$ cat config.mk
export PLATFORM = sky130hd
export DESIGN_NAME = fc_confirm_ctrl
export DESIGN_NICKNAME = d
export VERILOG_FILES = /design/src/rtl/fc_pkg.sv /design/src/rtl/fc_run_counter.sv /design/src/rtl/fc_window_vote.sv /design/src/rtl/fc_record_bank.sv /design/src/rtl/fc_confirm_ctrl.sv
export SDC_FILE = /design/constraint.sdc
export NUM_CORES = 1
export LEC_CHECK = 0
export BUFFER_PORTS_ARGS = -buffer_cell sky130_fd_sc_hd__buf_4
export CORE_MARGIN = 2
export CORE_UTILIZATION = 25
export CTS_CLUSTER_DIAMETER = 120
export DETAILED_ROUTE_END_ITERATION = 7
export PLACE_DENSITY_LB_ADDON = 0.1
export SYNTH_ARGS = -nofsm -noshare
export SYNTH_HDL_FRONTEND = slang
export SYNTH_SLANG_ARGS = --single-unit
$ cat constraint.sdc
create_clock -name clk -period 4.75 [get_ports clk]
set_clock_uncertainty 0.05 [all_clocks]
set_input_delay 0.7125 -clock clk [delete_from_list [all_inputs] [get_ports clk]]
set_output_delay 0.7125 -clock clk [all_outputs]
set_load 0.05 [all_outputs]
$ cat src/rtl/fc_pkg.sv
package fc_pkg;

    typedef enum logic [1:0] {
        ST_WATCH = 2'd0,
        ST_VOTE  = 2'd1,
        ST_HELD  = 2'd2
    } fc_state_e;

    // A sample is short when fewer edges than nominal were seen
    function automatic logic is_short(input int unsigned cnt, input int unsigned nominal);
        return cnt < nominal;
    endfunction

endpackage

$ cat src/rtl/fc_run_counter.sv
module fc_run_counter #(
    parameter int RUN_LEN = 3
) (
    input  logic clk,
    input  logic rst,
    input  logic clear,
    input  logic step_en,
    input  logic short_smp,
    output logic hit
);
    localparam int RW = $clog2(RUN_LEN + 1);

    logic [RW-1:0] run_q;

    assign hit = step_en && short_smp && (run_q == RW'(RUN_LEN - 1));

    always_ff @(posedge clk) begin
        if (rst || clear) begin
            run_q <= '0;
        end else if (step_en) begin
            if (!short_smp || hit) run_q <= '0;
            else                   run_q <= run_q + 1'b1;
        end
    end
endmodule

$ cat src/rtl/fc_window_vote.sv
module fc_window_vote #(
    parameter int WIN_LEN = 5,
    parameter int VOTE    = 3
) (
    input  logic                       clk,
    input  logic                       rst,
    input  logic                       clear,
    input  logic                       step_en,
    input  logic                       short_smp,
    output logic [$clog2(WIN_LEN)-1:0] slot,
    output logic                       last,
    output logic                       pass
);
    localparam int IW = $clog2(WIN_LEN);
    localparam int VW = $clog2(WIN_LEN + 1);

    logic [IW-1:0] idx_q;
    logic [VW-1:0] votes_q;

    assign slot = idx_q;
    assign last = step_en && (idx_q == IW'(WIN_LEN - 1));
    assign pass = (int'(votes_q) + int'(short_smp)) >= VOTE;

    always_ff @(posedge clk) begin
        if (rst || clear) begin
            idx_q   <= '0;
            votes_q <= '0;
        end else if (step_en) begin
            idx_q   <= idx_q + 1'b1;
            votes_q <= votes_q + VW'(short_smp);
        end
    end
endmodule

$ cat src/rtl/fc_record_bank.sv
module fc_record_bank #(
    parameter int WIN_LEN = 5,
    parameter int SW      = 48
) (
    input  logic                       clk,
    input  logic                       rst,
    input  logic                       clear,
    input  logic                       wr_en,
    input  logic [$clog2(WIN_LEN)-1:0] wr_slot,
    input  logic                       wr_short,
    input  logic [SW-1:0]              wr_cap,
    input  logic [SW-1:0]              wr_exp,
    output logic [WIN_LEN-1:0]         rec_valid,
    output logic [WIN_LEN-1:0]         rec_faulty,
    output logic [WIN_LEN*SW-1:0]      rec_cap,
    output logic [WIN_LEN*SW-1:0]      rec_exp
);
    localparam int IW = $clog2(WIN_LEN);

    for (genvar s = 0; s < WIN_LEN; s++) begin : g_slot
        logic          v_q;
        logic          f_q;
        logic [SW-1:0] c_q;
        logic [SW-1:0] e_q;

        always_ff @(posedge clk) begin
            if (rst || clear) begin
                v_q <= 1'b0;
                f_q <= 1'b0;
                c_q <= '0;
                e_q <= '0;
            end else if (wr_en && wr_slot == IW'(s)) begin
                v_q <= 1'b1;
                f_q <= wr_short;
                c_q <= wr_cap;
                e_q <= wr_exp;
            end
        end

        assign rec_valid[s]            = v_q;
        assign rec_faulty[s]           = f_q;
        assign rec_cap[s*SW +: SW]     = c_q;
        assign rec_exp[s*SW +: SW]     = e_q;
    end
endmodule

$ cat src/rtl/fc_confirm_ctrl.sv
module fc_confirm_ctrl
    import fc_pkg::*;
#(
    parameter int NOM_EDGES = 3,
    parameter int TW        = 16,
    parameter int CNT_W     = 3,
    parameter int RUN_LEN   = 3,
    parameter int WIN_LEN   = 5,
    parameter int VOTE      = 3,
    localparam int REC_W    = NOM_EDGES * TW,
    localparam int BANK_W   = WIN_LEN * REC_W
) (
    input  logic               clk,
    input  logic               rst,
    input  logic               confirm_clr,
    input  logic               cyc_valid,
    input  logic [CNT_W-1:0]   edge_cnt,
    input  logic [REC_W-1:0]   cap_times,
    input  logic [REC_W-1:0]   exp_times,
    output logic               suspect,
    output logic               confirmed,
    output logic               id_start,
    output logic [WIN_LEN-1:0] rec_valid,
    output logic [WIN_LEN-1:0] rec_faulty,
    output logic [BANK_W-1:0]  rec_cap,
    output logic [BANK_W-1:0]  rec_exp
);
    localparam int IW = $clog2(WIN_LEN);

    fc_state_e     state_q;
    logic          suspect_q, confirmed_q, start_q;
    logic          smp_short;
    logic          run_step, run_hit;
    logic          win_step, win_last, win_pass;
    logic [IW-1:0] win_slot;
    logic          bank_clear;

    assign smp_short  = is_short(int'(edge_cnt), NOM_EDGES);
    assign run_step   = cyc_valid && (state_q == ST_WATCH);
    assign win_step   = cyc_valid && (state_q == ST_VOTE);
    assign bank_clear = confirm_clr || run_hit;

    fc_run_counter #(.RUN_LEN(RUN_LEN)) u_run (
        .clk       (clk),
        .rst       (rst),
        .clear     (confirm_clr || state_q != ST_WATCH),
        .step_en   (run_step),
        .short_smp (smp_short),
        .hit       (run_hit)
    );

    fc_window_vote #(.WIN_LEN(WIN_LEN), .VOTE(VOTE)) u_vote (
        .clk       (clk),
        .rst       (rst),
        .clear     (confirm_clr || state_q != ST_VOTE),
        .step_en   (win_step),
        .short_smp (smp_short),
        .slot      (win_slot),
        .last      (win_last),
        .pass      (win_pass)
    );

    fc_record_bank #(.WIN_LEN(WIN_LEN), .SW(REC_W)) u_bank (
        .clk        (clk),
        .rst        (rst),
        .clear      (bank_clear),
        .wr_en      (win_step),
        .wr_slot    (win_slot),
        .wr_short   (smp_short),
        .wr_cap     (cap_times),
        .wr_exp     (exp_times),
        .rec_valid  (rec_valid),
        .rec_faulty (rec_faulty),
        .rec_cap    (rec_cap),
        .rec_exp    (rec_exp)
    );

    always_ff @(posedge clk) begin
        if (rst || confirm_clr) begin
            state_q     <= ST_WATCH;
            suspect_q   <= 1'b0;
            confirmed_q <= 1'b0;
            start_q     <= 1'b0;
        end else begin
            start_q <= 1'b0;
            unique case (state_q)
                ST_WATCH: begin
                    if (run_hit) begin
                        suspect_q <= 1'b1;
                        state_q   <= ST_VOTE;
                    end
                end
                ST_VOTE: begin
                    if (win_last) begin
                        if (win_pass) begin
                            confirmed_q <= 1'b1;
                            start_q     <= 1'b1;
                            state_q     <= ST_HELD;
                        end else begin
                            suspect_q <= 1'b0;
                            state_q   <= ST_WATCH;
                        end
                    end
                end
                ST_HELD: ;
                default: state_q <= ST_WATCH;
            endcase
        end
    end

    assign suspect   = suspect_q;
    assign confirmed = confirmed_q;
    assign id_start  = start_q;
endmodule

==> reports/metrics.cfg <==
[grt]
gr-total-overflow=0
grt_max_degree=128
grt_pass1_vias=15590
grt_first_pass_wirelength_um=106000
antenna_found_initial=3
grt_usage_pct=19.62

[clock_network]
cts_sinks=503
clk_latency_ns=0.60
cts.clk_slew.worst_paths_ns=0.06
hold_buffers=0
cts_root_buf=clkbuf_16
cts_made_buffers=57
htree_levels=2
cts_resized=0
tritoncts=built
clk_path_buf_depth=3
post_cts_buffers=0

[synthesis]
synth_edf_count=0
ys.flop_type=dfxtp_1
syn_inst=2205
syn_nets=2316
ys_ff_latch=503
ys_types=33
ys_seq_area_share_pct=57.60
async_flop_share_pct=0
syn-cell-area_um2=17480
yosys_warnings=0
avgSynthCellArea_um2=7.929

[power]
power_density_nw_per_um2=356.2
leakage_nw=9.056
swShare_pct=22.66
combPwrFrac_pct=2.8
clock_power_share_pct=48.4
switching_power_w=0.001959
p_seq_share_pct=48.8
ir_drop_v=0.0002418
p_int_w=0.006685

[detailed_routing]
drtAntennaViolNets=0
firstDrtPassIters=5
routedWlPerCell_um=20.19
finalWirelength_um=74350
viasPerCell=4.478
drt_iter0_markers=894
dr_total_vias=16490
drc=0

[final_layout]
syn_to_final_growth_pct=38.79
drive_above_1_share_pct=26.00
final_cells=3683
nNetsFinal=2822

[worst_setup_path]
required_ns=5.23
cp.arrival_ns=2.98
critPathLaunchType=flip-flop
cp-end-kind=flip-flop
crit_fanout=74
crit_type=reg -> reg

[hold_path]
min_path_type=in -> reg

[run]
drv_cap=0

[sta]
hold_ws_ns=0.3398
fmax_mhz=398.8
finalHoldViolCount=0
post-route-period-util_pct=52.79
slew_viol_final=0
finalSetupViolations=0
relSlewSlack_pct=24.73
setup_tns_ns=0
tightest_slew_ns=1.129
finalCriticalPeriod_ns=2.507
rsz0062_at_grt=false

[floorplanning]
pin_count=596
coreArea_um2=68950
die_h_um=268.4
start_util_pct=25.36
die_area_um2=72060
rows=96
die_w_um=268.4

[place]
place_hpwl_um=49800
gp_congestion=0.7982
place_inst=3583
portBuffers=595

[run_status]
outcome=finished, final reports clean

## logic make-up after synthesis
kind of cell	share of synthesized area, %
compound gates	14.29
fa+ha+maj	0.5726
buf+inv	5.053
simple gates	22.21
flops	57.60
xor+xnor	0.1002
mux	0.1718
## worst max-delay path, stage by stage, from the launching register on
cell and delay [ns]:
dfxtp_1 0.46, and4bb_4 0.31, nand2_4 0.73, buf_4 0.48, nand2_1 0.09, a21oi_1 0.15
## per-stage QoR
step | utilization (%) | area, um2 | total power [W] | worst slack, ns
after floorplan | - | 17480 | 0.004387 | 2.694
after global placement | 32.66 | 22520 | 0.004557 | 1.739
after detailed placement | 32.66 | 22520 | 0.004558 | 1.682
after CTS | 35.19 | 24260 | 0.008784 | 2.230
after global routing | 35.19 | 24260 | 0.008964 | 2.084
final | 35.19 | 24260 | 0.008644 | 2.243
## placed cells by master, fill, tap and decap left out, types with 2 or more instances in the layout
cell type and n:
nand2_1 973, buf_4 616, dfxtp_1 503, a21oi_1 492, clkbuf_16 57, nor2_1 19, clkbuf_1 15, clkbuf_8 13
ha_1 8, clkinv_2 8, inv_1 6, nand2_4 3, mux2i_1 3, buf_12 3, diode_2 2, and4_4 2
nand4_1 2, and2_4 2, nor4b_1 2, nor4_1 2, inv_6 2, clkinvlp_4 2
## cell type report
type / count / area, um2
Antenna cell: 2 / 5.005
Clock buffer: 85 / 1662
Clock inverter: 13 / 81.33
Fill cell: 7378 / 44680
Inverter: 6 / 22.52
Multi-Input combinational cell: 1524 / 6575
Sequential cell: 503 / 10070
Tap cell: 931 / 1165
Timing Repair Buffer: 619 / 4684
## sequential cells by signal (all words and copies together), names as in the netlist
register and flops:
u_bank.g_slot.f_q 5, u_bank.g_slot.c_q 240, state_q 2, id_start 1
u_vote.slot 3, u_vote.votes_q 3, u_bank.g_slot.e_q 240, suspect 1
u_run.run_q 2, confirmed 1, u_bank.g_slot.v_q 5
## power groups by stage
stage               combinational [W]  sequential (W)  clock [W]
global route                 0.000259         0.00422    0.00449
CTS                          0.000246         0.00422    0.00432
finish                       0.000242         0.00422    0.00418
floorplan                   0.0000745         0.00431          0
global placement             0.000245         0.00431          0
detailed placement           0.000246         0.00431          0
## final timing paths
kind | startpoint | end | slack (ns) | cells after the start
hold reg to reg | u_bank.g_slot[2].c_q[8] | u_bank.g_slot[2].c_q[8] | 0.40 | 2
setup / recovery | state_q[1] | u_bank.g_slot[1].e_q[25] | 2.24 | 5
setup reg to reg | state_q[1] | u_bank.g_slot[1].e_q[25] | 2.24 | 5
hold / removal | cap_times[24] | u_bank.g_slot[4].c_q[24] | 0.34 | 3
## synthesized netlist by cell type (2+ instances only)
cell type	count	area (um2)
nand2_2	2	12.51
and4_1	2	17.52
buf_1	2	7.510
a21oi_1	492	2462
buf_2	100	500.5
and2_1	3	18.77
inv_1	6	22.52
clkbuf_1	47	176.4
ha_1	8	100.1
nor4b_1	2	17.52
nand2_1	974	3656
dfxtp_1	503	10070
nor2_1	19	71.32
nor4_1	2	12.51
nand4_1	2	12.51
buf_4	22	165.2
mux2i_1	3	30.03
## routing by layer
layer | up-vias | GRT usage, % | wire length, um
met2 | 491 | 33.11 | 35590
met5 | - | 0 | 10
met4 | 2 | 7.132 | 2438
li1 | 8081 | - | -
met1 | 7804 | 23.86 | 30840
met3 | 113 | 5.406 | 5471
(Power assumes the default switching activity.)
